**src/rtl/uart_tx_pkg.sv**
```systemverilog
package uart_tx_pkg;

  typedef enum logic [1:0] {
    PM_SERIAL = 2'b00,
    PM_REL_A  = 2'b01,
    PM_DRIVE  = 2'b10,
    PM_REL_B  = 2'b11
  } pin_mode_e;

  // Pin is driven in the serial and drive modes only.
  function automatic logic mode_drives(input pin_mode_e m);
    return (m == PM_SERIAL) || (m == PM_DRIVE);
  endfunction

endpackage

```
**src/rtl/uart_tx_shift.sv**
```systemverilog
module uart_tx_shift #(
  parameter int DATA_W = 8
) (
  input  logic              clk,
  input  logic              rst_n,
  input  logic              baud_tick,
  input  logic              tx_en,
  input  logic              par_en,
  input  logic              par_odd,
  input  logic              fifo_empty,
  input  logic [DATA_W-1:0] fifo_data,
  output logic              fifo_pop,
  output logic              ser_out
);
  localparam int FRAME_W = DATA_W + 3;
  localparam int CNT_W   = $clog2(FRAME_W + 1);

  // Frame image, LSB leaves first: start, data, parity or stop, stop.
  function automatic logic [FRAME_W-1:0] frame_image(input logic [DATA_W-1:0] d,
                                                     input logic pe, input logic po);
    logic [FRAME_W-1:0] f;
    f = '1;
    f[0] = 1'b0;
    f[DATA_W:1] = d;
    if (pe) f[DATA_W+1] = (^d) ^ po;
    return f;
  endfunction

  function automatic logic [CNT_W-1:0] frame_len(input logic pe);
    return pe ? CNT_W'(DATA_W + 3) : CNT_W'(DATA_W + 2);
  endfunction

  logic [FRAME_W-1:0] shreg;
  logic [CNT_W-1:0]   left;
  logic               busy;
  logic               last_bit;
  logic               start;

  assign busy     = (left != '0);
  assign last_bit = busy && baud_tick && (left == CNT_W'(1));
  assign start    = tx_en && baud_tick && !fifo_empty && (!busy || last_bit);
  assign fifo_pop = start;
  assign ser_out  = shreg[0];

  always_ff @(posedge clk or negedge rst_n) begin
    if (!rst_n) begin
      shreg <= '1;
      left  <= '0;
    end else if (!tx_en) begin
      shreg <= '1;
      left  <= '0;
    end else if (start) begin
      shreg <= frame_image(fifo_data, par_en, par_odd);
      left  <= frame_len(par_en);
    end else if (busy && baud_tick) begin
      shreg <= {1'b1, shreg[FRAME_W-1:1]};
      left  <= left - CNT_W'(1);
    end
  end

  // pop only on an enabled tick with data available
  a_r4_pop_gated: assert property (@(posedge clk) disable iff (!rst_n)
    fifo_pop |-> (tx_en && baud_tick && !fifo_empty));

  // the clock after a pop shows the start bit
  a_r2_start_low: assert property (@(posedge clk) disable iff (!rst_n)
    fifo_pop |=> !ser_out);

  // a bit is held between ticks
  a_r2_bit_hold: assert property (@(posedge clk) disable iff (!rst_n)
    (tx_en && !baud_tick) |=> $stable(ser_out));

  // disable aborts immediately
  a_r6_abort: assert property (@(posedge clk) disable iff (!rst_n)
    !tx_en |=> (ser_out && !busy));

  // idle line is high
  a_r5_idle_high: assert property (@(posedge clk) disable iff (!rst_n)
    !busy |-> ser_out);

endmodule

```
**src/rtl/uart_tx_pin.sv**
```systemverilog
module uart_tx_pin
  import uart_tx_pkg::*;
(
  input  logic       ser_out,
  input  logic       pin_dat,
  input  logic [1:0] pin_mode,
  output logic       txd,
  output logic       txd_oe
);
  pin_mode_e mode;
  assign mode = pin_mode_e'(pin_mode);

  always_comb begin
    txd_oe = mode_drives(mode);
    case (mode)
      PM_SERIAL: txd = ser_out;
      PM_DRIVE:  txd = pin_dat;
      default:   txd = 1'b1;   // released pin reads high
    endcase
  end
endmodule

```
**src/rtl/uart_tx_brk.sv**
```systemverilog
module uart_tx_brk #(
  parameter int DATA_W = 8
) (
  input  logic              clk,
  input  logic              rst_n,
  input  logic              baud_tick,
  input  logic              tx_en,
  input  logic              par_en,
  input  logic              par_odd,
  input  logic              fifo_empty,
  input  logic [DATA_W-1:0] fifo_data,
  output logic              fifo_pop,
  input  logic              pin_dat,
  input  logic [1:0]        pin_mode,
  output logic              txd,
  output logic              txd_oe
);
  logic ser_out;

  uart_tx_shift #(.DATA_W(DATA_W)) u_shift (
    .clk(clk), .rst_n(rst_n), .baud_tick(baud_tick), .tx_en(tx_en),
    .par_en(par_en), .par_odd(par_odd), .fifo_empty(fifo_empty),
    .fifo_data(fifo_data), .fifo_pop(fifo_pop), .ser_out(ser_out)
  );

  uart_tx_pin u_pin (
    .ser_out(ser_out), .pin_dat(pin_dat), .pin_mode(pin_mode),
    .txd(txd), .txd_oe(txd_oe)
  );

  // drive mode with low data forms a break
  a_r7_break_low: assert property (@(posedge clk) disable iff (!rst_n)
    (pin_mode == 2'b10 && !pin_dat) |-> (!txd && txd_oe));

  // released modes do not drive and read high
  a_r8_released: assert property (@(posedge clk) disable iff (!rst_n)
    pin_mode[0] |-> (!txd_oe && txd));

  // serial mode drives the line, idle high after abort
  a_r9_serial_abort: assert property (@(posedge clk) disable iff (!rst_n)
    (pin_mode == 2'b00 && !tx_en) |=> (pin_mode != 2'b00 || (txd && txd_oe)));

endmodule

```
**config.mk**
```make
export PLATFORM = sky130hd
export DESIGN_NAME = uart_tx_brk
export DESIGN_NICKNAME = d
export VERILOG_FILES = /design/src/rtl/uart_tx_pkg.sv /design/src/rtl/uart_tx_shift.sv /design/src/rtl/uart_tx_pin.sv /design/src/rtl/uart_tx_brk.sv
export SDC_FILE = /design/constraint.sdc
export NUM_CORES = 1
export LEC_CHECK = 0
export ABC_AREA = 1
export BUFFER_PORTS_ARGS = -buffer_cell sky130_fd_sc_hd__buf_2
export CAP_MARGIN = 20
export CORE_MARGIN = 10
export CORE_UTILIZATION = 35
export CTS_BUF_LIST = sky130_fd_sc_hd__clkbuf_4 sky130_fd_sc_hd__clkbuf_8
export DETAILED_ROUTE_END_ITERATION = 16
export GPL_ROUTABILITY_DRIVEN = 0
export SYNTH_ARGS = -nofsm -noshare
export SYNTH_HDL_FRONTEND = slang
export SYNTH_SLANG_ARGS = --single-unit
```
**constraint.sdc**
```tcl
create_clock -name clk -period 1.56 [get_ports clk]
set_input_delay 0.312 -clock clk [delete_from_list [all_inputs] [get_ports clk]]
set_output_delay 0.312 -clock clk [all_outputs]
set_load 0.05 [all_outputs]
```
# Word level (Yosys, flattened, before mapping)
# Cells that the tools add are included.
dict set report word_totals {
  register_bits 15
  latch_bits 0
  ram_bits 0
  rom_bits 0
  inputBits 18
  word_cells 28
  mem_count 0
}
dict set report classes {
  addsub 1
  n_mul 0
  div 0
  magnitude_cmp 0
  eq_ne 3
  shifts 0
  mux 9
  n_bitwise 1
  reduce_logical 12
}
# operator count
set op_table {}
lappend op_table {{$mux 11} 3}
lappend op_table {{$mux 4} 3}
lappend op_table {{$reduce_xor 8->1} 1}
lappend op_table {{$logic_and 1x1->1} 5}
lappend op_table {{$eq 4x1->1 const B} 1}
lappend op_table {{$reduce_bool 4->1} 1}
lappend op_table {{$sub 4x1->4 const B} 1}
lappend op_table {{$ne 3x1->1 const B} 1}
lappend op_table {{$eq 2x2->1 const B} 1}
lappend op_table {{$logic_not 1->1} 2}
lappend op_table {{$logic_not 2->1} 1}
lappend op_table {{$logic_or 1x1->1} 2}
lappend op_table {{$mux 1} 2}
lappend op_table {{$pmux 1 s2} 1}
lappend op_table {{$xor 1x1->1} 1}

# Longest topological paths before layout
# Gate-level depths: netlist of the first run.
dict set report depth {
  depth_word 7
  depth_mapped 11
}

# Cells and area by module
# From an unflattened synthesis of the first run, not the netlist that was laid out.
dict set report hier_totals {
  cells_unflattened 141
  area_unflattened_um2 1004.7
}
# mod n_inst cells_per_inst area_per_inst_um2 seq_area_each_um2
set modules_own_cells {}
lappend modules_own_cells {uart_tx_shift 1 136 977.2 362.8}
lappend modules_own_cells {uart_tx_pin 1 5 27.5 0.0}

# Worst setup path after synthesis of the first run
# Ideal clock, no wire load.
dict set report synth_path {
  path_type {register to output}
  startpoint {register u_shift.shreg[0]}
  endpoint {output port txd}
  arrival_time_ns 1.628
  required_ns 1.248
  path_slack_ns -0.380
  stages_incl_launch_ff 3
  path_buffers 0
  path_cell_list {dfstp_2 inv_1 o21ai_0}
}
dict set report synth_via {
  elab_chain_cells 1
}
# item line_no
set synth_lines {}
lappend synth_lines {{start: declaration} uart_tx_shift.sv:33} ;# logic [FRAME_W-1:0] shreg;
lappend synth_lines {{start signal: assignment} uart_tx_shift.sv:53} ;# shreg <= frame_image(fifo_data, par_en, par_odd);
lappend synth_lines {{start signal: assignment} uart_tx_shift.sv:56} ;# shreg <= {1'b1, shreg[FRAME_W-1:1]};
lappend synth_lines {{$pmux 1 s2} uart_tx_pin.sv:15} ;# case (mode)
lappend synth_lines {{end: declaration} uart_tx_brk.sv:15} ;# output logic txd,
# No other way between the ends.

# Worst setup path after layout of the first run
dict set report layout_path {
  startpoint {register u_shift.left[1]}
  endpoint {output port fifo_pop}
}
dict set report layout_via {
  elab_chain_cells 5
  word_cells_on_any_way 7
  classes_between {1 x eq/ne; 6 x reduce/logical}
}
# item line_no
set layout_lines {}
lappend layout_lines {{start: declaration} uart_tx_shift.sv:34} ;# logic [CNT_W-1:0] left;
lappend layout_lines {{start signal: assignment} uart_tx_shift.sv:54} ;# left <= frame_len(par_en);
lappend layout_lines {{start signal: assignment} uart_tx_shift.sv:57} ;# left <= left - CNT_W'(1);
lappend layout_lines {{$reduce_bool 4->1} uart_tx_shift.sv:39} ;# assign busy = (left != '0);
lappend layout_lines {{$logic_and 1x1->1 (2 in series)} uart_tx_shift.sv:40} ;# assign last_bit = busy && baud_tick && (left == CNT_W'(1));
lappend layout_lines {{$logic_or 1x1->1 (*)} uart_tx_shift.sv:41} ;# assign start = tx_en && baud_tick && !fifo_empty && (!busy || last_bit);
lappend layout_lines {{$logic_and 1x1->1 (*)} uart_tx_shift.sv:41}
lappend layout_lines {{end: declaration} uart_tx_brk.sv:12} ;# output logic fifo_pop,
# Every way passes the cells marked *; elsewhere a longest branch is shown, timed or not.

==> results of run 1 <==
==> flip-flops by register name, indices dropped and copies added (netlist names) <==
signal and flops:
u_shift.shreg 10, u_shift.left 4
==> power breakdown <==
part / total, W / leakage [nW] / internal, W / switching (W)
Clock: 0.000257 / 0.0210 / 0.000142 / 0.000115
Sequential: 0.000549 / 0.157 / 0.000485 / 0.0000634
Combinational: 0.000783 / 0.479 / 0.000344 / 0.000439
==> layer usage <==
metal  up-vias  part of all wire  track usage
li1        477                 -            -
met1       414              0.44      0.09315
met2        25              0.50       0.1503
met3         4             0.039      0.01813
met4         0             0.017      0.04731
met5         -                 0            0
==> path summary, 6_finish.rpt <==
path	startpoint	end	slack (ns)	cells past startpoint
setup / recovery	u_shift.left[1]	fifo_pop	-0.02	5
setup reg to reg	u_shift.left[0]	u_shift.left[3]	0.02	11
min in group asynchronous	rst_n	u_shift.left[2]	0.45	2
hold / removal	fifo_data[5]	u_shift.shreg[6]	0.27	3
max in group asynchronous	rst_n	u_shift.shreg[4]	0.82	2
hold reg to reg	u_shift.shreg[2]	u_shift.shreg[1]	0.49	2
==> kinds of logic (layout without fill, tap and decap cells) <==
family | Yosys count | count (layout) | share of synthesized area
compound gates | 21 | 21 | 0.1334
fa+ha+maj | 3 | 3 | 0.04127
flops | 14 | 14 | 0.3989
xor+xnor | 2 | 2 | 0.01926
simple gates | 68 | 68 | 0.3026
buf+inv | 22 | 55 | 0.1045
==> final cells by class <==
class                      instances  area, sq um  area share
inverter                          19        81.33     0.06468
timing repair buffer              32        214.0      0.1701
clock buffer                       4        36.28     0.02886
sequential                        14        362.8      0.2886
tap                               30        37.54     0.02985
multi-input combinational         94        525.5      0.4179
==> layout by cell type (no fill, tap or decap), types with 2 or more instances in the layout <==
cell type,instances
nand3_1,3
inv_2,2
buf_6,5
a31oi_1,8
clkbuf_4,3
buf_4,7
dfstp_2,10
buf_2,19
nor2_1,16
a21oi_1,5
dfrtp_1,4
inv_6,2
inv_1,15
nand2_1,42
nor2_2,3
o21ai_1,3
ha_4,2
==> what timing repair did <==
action | 4_1_cts | 5_1_grt
gates resized for setup | 12 | 14
pin swaps | 2 | 4
setup endpoints to repair | 2 | 15
cloned | 0 | 1
buffers inserted | 4 | 2
hold endpoints to repair | 4 | 0
hold buffers | 1 | 0
==> Yosys cell counts <==
master / instances / area share
inv_2: 1 / 0.0041
o2bb2ai_1: 1 / 0.0096
ha_1: 3 / 0.041
o21ai_0: 3 / 0.017
inv_1: 17 / 0.070
a21oi_1: 5 / 0.028
nand2_4: 1 / 0.012
dfrtp_1: 4 / 0.11
nand2_1: 43 / 0.18
o21ai_1: 2 / 0.011
nand2_2: 1 / 0.0069
inv_4: 1 / 0.0069
buf_2: 2 / 0.011
xnor2_1: 1 / 0.0096
nor2_1: 17 / 0.070
nand3_1: 3 / 0.017
dfstp_2: 10 / 0.29
nor3_1: 1 / 0.0055
o22ai_1: 1 / 0.0069
a31oi_1: 9 / 0.062
xor2_1: 1 / 0.0096
nor2_2: 2 / 0.014
buf_6: 1 / 0.012
==> worst reg2reg max path, delay by kind of cell (launching register included) <==
family          cells  cell delay (ns)
flops               1             0.41
simple gates        3             0.24
fa+ha+maj           1             0.16
compound gates      3             0.26
buf+inv             4             0.37
==> stage by stage <==
step / setup TNS, ns / power (W)
2_1_floorplan: 0 / 0.0009599
3_3_place_gp: 0 / 0.001098
3_5_place_dp: 0 / 0.001114
4_1_cts: -0.05503 / 0.001492
5_1_grt: -0.8214 / 0.001720
6_report: -0.02013 / 0.001589
==> results.json, run 1 <==
{
  "status": "finished, violations left",
  "violations": "setup timing",
  "placed_cell_area_sq_mm": 0.001056,
  "grt_max_degree": 15,
  "fin_crit_sh": 1.013,
  "grt_pass1_wl_um": 3677,
  "hold_class": "primary input to flip-flop",
  "tightestPinTransition_ns": 0.3081,
  "clockBufferDepth": 2,
  "cts_sinks": 14,
  "critPathLaunchType": "flip-flop",
  "syn_inst": 130,
  "seq_area_frac_synth": 0.3989,
  "fin_util": 0.5076,
  "cp.buffers_inverters": 2,
  "hpwlAfterDp_um": 1668,
  "fin_area_sq_mm": 0.001257,
  "hold_viol": 0,
  "first_iter_violations": 38,
  "start_util": 0.3672,
  "n_fill_cell": 249,
  "dp_slack_ns": 0.02464,
  "grt_usage": 0.08568,
  "p_leak_nw": 0.6570,
  "cts_buffers": 3,
  "placeableCoreArea_sq_mm": 0.002477,
  "die_x_um": 70.98,
  "timing.fmax_mhz": 632.9,
  "slowest_stage": "dfrtp_1",
  "critPathMaxFanout": 3,
  "clk_pin_slew_ns": 0.08,
  "syn_area_sq_um": 909.6,
  "slew_headroom": 0.7946,
  "routedWlPerCell_um": 11.99,
  "fin_nets": 185,
  "vias_per_cell": 4.767,
  "max-cap-violations": 0,
  "syn-num-nets": 151,
  "first_pass_iters": 4,
  "drive_gt1_frac": 0.3742,
  "required_ns": 1.25,
  "drc": 0,
  "rsz0062_at_grt": "true",
  "fin_skew_ns": 0.003086,
  "yosysWarnings": 0,
  "fp-row-count": 18,
  "routed_wirelength_um": 2315,
  "vdd_ir_drop_max_mv": 0.5940,
  "port_buffers": 20,
  "ys_types": 23,
  "vias": 920,
  "critPathMaxStageDelay_ns": 0.39,
  "synth_area_per_cell_sq_um": 6.997,
  "cts_max_level": 1,
  "cts_tree": "yes",
  "globalRouteOverflowTotal": 0,
  "worstPathArrival_ns": 1.27,
  "path_cells": "inv_2 > ha_4 > o21ai_2 > nor2_2 > buf_6",
  "final_antenna_net_count": 0,
  "dp.cells": 181,
  "grt_pass1_vias": 883,
  "powerDensity_mw_per_mm2": 1263,
  "finalSetupViolations": 1,
  "drv_slew": 0,
  "period_needed_ns": 1.580,
  "antenna_found_initial": 0,
  "stdcell_count": 193,
  "area_growth_pct": 38.24,
  "critPathTopFamily": "flip-flops",
  "critical_path_class": "flip-flop to primary output",
  "synth-seq-cells": 14,
  "setup_slack_ns": -0.02013,
  "cts_root_buf": "clkbuf_4",
  "num_antenna_cells": 0,
  "dieArea_sq_mm": 0.005038,
  "clk_latency_ns": 0.28,
  "critPathCaptureType": "primary output",
  "die_h_um": 70.98,
  "whs_ns": 0.2692,
  "ioPinCount": 21
}
Note: power is estimated with default switching activity, not from simulation.
==> run 2: changes to the inputs <==
==> constraint.sdc (replaced) <==
create_clock -name clk -period 1.56 [get_ports clk]
set_input_delay 0.156 -clock clk [delete_from_list [all_inputs] [get_ports clk]]
set_output_delay 0.156 -clock clk [all_outputs]
set_load 0.05 [all_outputs]
==> run 2 against run 1 <==
  * The flow now finishes without violations
  * Sequential cell count unchanged
  * Die area unchanged
  * Utilization rose by 0.45 points
  * Hold slack worse by 0.13 ns
  * Combinational power rose by 8.2%
  * Sequential share of layout area decreased by 0.26 points
  * Sequential power rose by 2%
  * Final cell count down 0.52%
  * Clock-buffer cell count did not move
  * Final area grew 0.90%
  * Global-route usage up 0.48 points
  * Via count down 1.3%
  * Largest cell class unchanged
==> results.json, run 2 (synthesis results as in run 1) <==
{
  "p_leak_nw": 0.6605,
  "critPathCaptureType": "primary output",
  "tns_ns": 0,
  "layout_common_cells": "43 x nand2_1, 19 x buf_2, 15 x inv_1, 15 x nor2_1, 10 x dfstp_2",
  "cts_buffers": 3,
  "max-cap-violations": 0,
  "clockBufferDepth": 2,
  "drv_slew": 0,
  "period_needed_ns": 1.536,
  "powerDensity_mw_per_mm2": 1285,
  "critPathLaunchType": "flip-flop",
  "num_antenna_cells": 0,
  "p_sw_frac": 0.3911,
  "min-delay-start": "fifo_data[0]",
  "vdd_ir_drop_max_mv": 0.8065,
  "clk_pin_slew_ns": 0.08,
  "net-switching-power_w": 0.0006375,
  "cts_sinks": 14,
  "fp-row-count": 18,
  "first_pass_iters": 4,
  "routed_wirelength_um": 2345,
  "clk_latency_ns": 0.27,
  "ff2ff_setup_slack_ns": 0.06,
  "largest_reg_flops": 10,
  "fin_nets": 184,
  "routedWlPerCell_um": 12.21,
  "port_buffers": 20,
  "grt_pass1_wl_um": 3912,
  "start_util": 0.3672,
  "hpwlAfterDp_um": 1792,
  "critPathMaxFanout": 3,
  "dieArea_sq_mm": 0.005038,
  "fin_util": 0.5121,
  "vias": 908,
  "timing.fmax_mhz": 651.0,
  "fin_skew_ns": 0.001884,
  "rsz0062_at_grt": "true",
  "cts_tree": "yes",
  "worstPathArrival_ns": 1.38,
  "vias_per_cell": 4.729,
  "die_h_um": 70.98,
  "whs_endpoint": "u_shift.shreg[1]",
  "placeableCoreArea_sq_mm": 0.002477,
  "first_iter_violations": 31,
  "hold_viol": 0,
  "final_common_cell": "nand2_1",
  "antenna_found_initial": 0,
  "largestRegisters": "u_shift.shreg: 10 flops, u_shift.left: 4 flops",
  "top_register": "u_shift.shreg",
  "cts_root_buf": "clkbuf_4",
  "final_antenna_net_count": 0,
  "power_frac_seq": 0.342,
  "rr_startpoint": "u_shift.left[0]",
  "hold_class": "primary input to flip-flop",
  "comb_power_share": 0.520,
  "internal-power_w": 0.0009924,
  "clockPowerShare": 0.138,
  "hold_depth": 3,
  "status": "finished clean",
  "grt_usage": 0.09047,
  "grt_pass1_vias": 929,
  "slew_headroom": 0.7933,
  "cts_max_level": 1,
  "globalRouteOverflowTotal": 0,
  "die_x_um": 70.98,
  "required_ns": 1.40,
  "ioPinCount": 21,
  "rr_worst_depth": 9,
  "drc": 0,
  "fin_crit_sh": 0.9846,
  "area_growth_pct": 39.48,
  "critical_path_class": "flip-flop to primary output",
  "tightestPinTransition_ns": 0.3101,
  "grt_max_degree": 15,
  "finalSetupViolations": 0,
  "r2r-end": "u_shift.shreg[1]",
  "drive_gt1_frac": 0.3642
}
-- run 2: cell count changes in the layout (fill, tap and decap cells not counted), moves of 2 or more --
cell | before | now
buf_6 | 5 | 2
inv_6 | 2 | 0
nor2_4 | 0 | 2
a21oi_1 | 5 | 3
-- run 2: area by class of cell --
class	instances	area, sq um
timing repair buffer	31	232.7
clock buffer	4	30.03
fill	267	1209
multi-input combinational	94	524.3
inverter	19	81.33
tap	30	37.54
sequential	14	362.8
-- run 2: metal layers --
metal | GRT usage | wire [um]
met1 | 0.09873 | 1043
met2 | 0.1602 | 1197
met3 | 0.01953 | 75
met4 | 0.04516 | 28
met5 | 0 | 0
-- run 2: power groups by stage --
| stage | Combinational [W] | Clock, W | Sequential, W |
|---|---|---|---|
| final | 0.000847 | 0.000225 | 0.000558 |
| after global routing | 0.000939 | 0.000257 | 0.000569 |
| after CTS | 0.000633 | 0.000235 | 0.000537 |
| after global placement | 0.000591 | 0 | 0.000540 |
| after floorplan | 0.000432 | 0 | 0.000528 |
| after detailed placement | 0.000604 | 0 | 0.000541 |
-- run 2: worst max-delay path by stage --
stage	start	endpoint	slack, ns	cells after the start
2_1_floorplan	u_shift.left[0]	u_shift.shreg[1]	0.08	7
3_3_place_gp	u_shift.left[1]	fifo_pop	0.09	6
3_5_place_dp	u_shift.left[1]	fifo_pop	0.09	6
4_1_cts	u_shift.left[1]	fifo_pop	0.008	6
5_1_grt	u_shift.left[1]	fifo_pop	-0.08	6
6_report	u_shift.left[1]	fifo_pop	0.02	6
-- run 2: metrics by stage --
step	worst slack [ns]	power, W	instances	hold WS [ns]	instance area, sq um
final	0.02398	0.001630	192	0.1359	1269
after global placement	0.09226	0.001131	182	0.06379	1076
after floorplan	0.07636	0.0009599	130	-0.1396	909.6
after detailed placement	0.08629	0.001145	182	0.06726	1076
after CTS	0.008370	0.001405	189	0.1278	1147
after global routing	-0.07615	0.001766	192	0.1396	1269
-- run 2: worst max-delay path, cell delays in order (launching register included) --
cell	delay (ns)
dfrtp_1	0.39
inv_2	0.12
ha_4	0.15
o21ai_2	0.05
nor2_2	0.13
buf_6	0.13
buf_8	0.13
-- run 2: repair_timing --
item | 4_1_cts | 5_1_grt
pin swaps | 1 | 3
hold buffers | 1 | 0
endpoints found under the hold margin | 4 | 0
gates resized for setup | 6 | 19
gates cloned | 0 | 1
endpoints found under the setup margin | 1 | 14
setup buffers | 2 | 2
==> run 3: changes to the inputs <==
- RECOVER_POWER: not set -> 100
==> run 3 against run 2 <==
  * Sequential cell count is the same
  * Non-clock buffer count did not move
  * Total power hardly changed
  * Sequential power about the same
  * Largest cell class unchanged
  * Final cell count did not move
  * Wire length is essentially flat
  * First-iteration DRC count unchanged
  * Sequential share of layout area is 0.057 points higher
==> results.json, run 3 (synthesis results as in run 1) <==
{
  "status": "finished clean",
  "grt_pass1_wl_um": 3912,
  "path_cells": "inv_2 > ha_4 > o21ai_2 > nor2_2 > buf_6 > buf_8",
  "timing.fmax_mhz": 651.0,
  "drive_gt1_frac": 0.3519,
  "num_antenna_cells": 0,
  "rsz0062_at_grt": "true",
  "p_leak_nw": 0.6550,
  "final_common_cell": "nand2_1",
  "fp-row-count": 18,
  "fin_nets": 184,
  "hold_class": "primary input to flip-flop",
  "vdd_ir_drop_max_mv": 0.8064,
  "vias_per_cell": 4.729,
  "powerDensity_mw_per_mm2": 1287,
  "setup_slack_ns": 0.02398,
  "top_register": "u_shift.shreg",
  "finalSetupViolations": 0,
  "cts_max_level": 1,
  "critPathMaxFanout": 3,
  "clk_latency_ns": 0.27,
  "critPathCaptureType": "primary output",
  "final_antenna_net_count": 0,
  "hpwlAfterDp_um": 1792,
  "critPathTopFamily": "flip-flops",
  "startpoint": "u_shift.left[1]",
  "cts_sinks": 14,
  "die_h_um": 70.98,
  "required_ns": 1.40,
  "start_util": 0.3672,
  "tightestPinTransition_ns": 0.7410,
  "dp_slack_ns": 0.08629,
  "fin_util": 0.5111,
  "dieArea_sq_mm": 0.005038,
  "rr_startpoint": "u_shift.left[0]",
  "first_pass_iters": 4,
  "vias": 908,
  "grt_pass1_vias": 929,
  "worstPathArrival_ns": 1.38,
  "port_buffers": 20,
  "largest_reg_flops": 10,
  "min-delay-start": "fifo_data[0]",
  "n_fill_cell": 267,
  "clk_pin_slew_ns": 0.08,
  "critPathLaunchType": "flip-flop",
  "drv_slew": 0,
  "die_x_um": 70.98,
  "globalRouteOverflowTotal": 0,
  "cts_tree": "yes",
  "clockBufferDepth": 2,
  "drc": 0,
  "antenna_found_initial": 0,
  "slew_headroom": 0.5060,
  "critical_path_class": "flip-flop to primary output",
  "critPathMaxStageDelay_ns": 0.39,
  "first_iter_violations": 31,
  "cp.buffers_inverters": 3,
  "ioPinCount": 21,
  "cts_root_buf": "clkbuf_4",
  "layout_common_cells": "43 x nand2_1, 17 x buf_2, 15 x inv_1, 15 x nor2_1, 10 x dfstp_2",
  "area_growth_pct": 39.20,
  "grt_usage": 0.09047,
  "period_needed_ns": 1.536,
  "cts_buffers": 3,
  "routedWlPerCell_um": 12.21,
  "slowest_stage": "dfrtp_1",
  "hold_viol": 0,
  "grt_max_degree": 15,
  "routed_wirelength_um": 2344,
  "fin_crit_sh": 0.9846,
  "max-cap-violations": 0,
  "placeableCoreArea_sq_mm": 0.002477,
  "fin_skew_ns": 0.001884,
  "largestRegisters": "u_shift.shreg: 10 flops, u_shift.left: 4 flops"
}
==> run 3: cell types whose count changed in the layout (fill, tap and decap cells not counted), sizes merged <==
cell / before / now
clkbuf: 5 / 7
buf: 29 / 27
==> run 3: cell type report <==
cell class,count,area [sq um],share of cell area
inverters,19,81.33,0.06423
well taps,30,37.54,0.02964
clock buffers,4,30.03,0.02372
multi-input cells,94,524.3,0.4140
flip-flops and latches,14,362.8,0.2866
repair buffers,31,230.2,0.1818
==> run 3: metal layers <==
layer	global-route usage	routed length (um)
met4	0.04516	28
met5	0	0
met3	0.01953	75
met1	0.09873	1042
met2	0.1602	1197
==> run 3: worst paths after layout <==
path | endpoint | slack, ns | cells after the start
worst max register to register | u_shift.shreg[1] | 0.06 | 9
min in group asynchronous | u_shift.left[2] | 0.45 | 2
worst max-delay path | fifo_pop | 0.02 | 6
max in group asynchronous | u_shift.left[0] | 0.64 | 2
worst min-delay path | u_shift.shreg[1] | 0.14 | 3
worst min register to register | u_shift.shreg[4] | 0.50 | 2
==> run 3: power by group <==
group	internal, W	leakage, nW	switching, W
sequential	0.000485	0.157	0.0000724
combinational	0.000390	0.479	0.000456
clock	0.000116	0.0184	0.000109
==> run 3: through the flow <==
step           setup TNS, ns  cells  area (sq um)  hold slack [ns]  total power [W]
6_report                   0    192          1266           0.1359         0.001629
5_1_grt              -0.1514    192          1266           0.1396         0.001765
4_1_cts                    0    189          1147           0.1278         0.001405
3_5_place_dp               0    182          1076          0.06726         0.001145
3_3_place_gp               0    182          1076          0.06379         0.001131
2_1_floorplan              0    130         909.6          -0.1396        0.0009599
==> run 3: timing repair <==
item,in CTS,in global routing
hold buffers,1,0
pin swaps,1,3
buffers inserted,2,2
endpoints found under the hold margin,4,0
setup endpoints to repair,1,14
cloned,0,1
gates resized for setup,6,19
==> run 3: tightest hold or removal path: cells and delay by family <==
kind            cells  cell delay (ns)
compound gates      1             0.07
buf+inv             1             0.12
simple gates        1             0.06
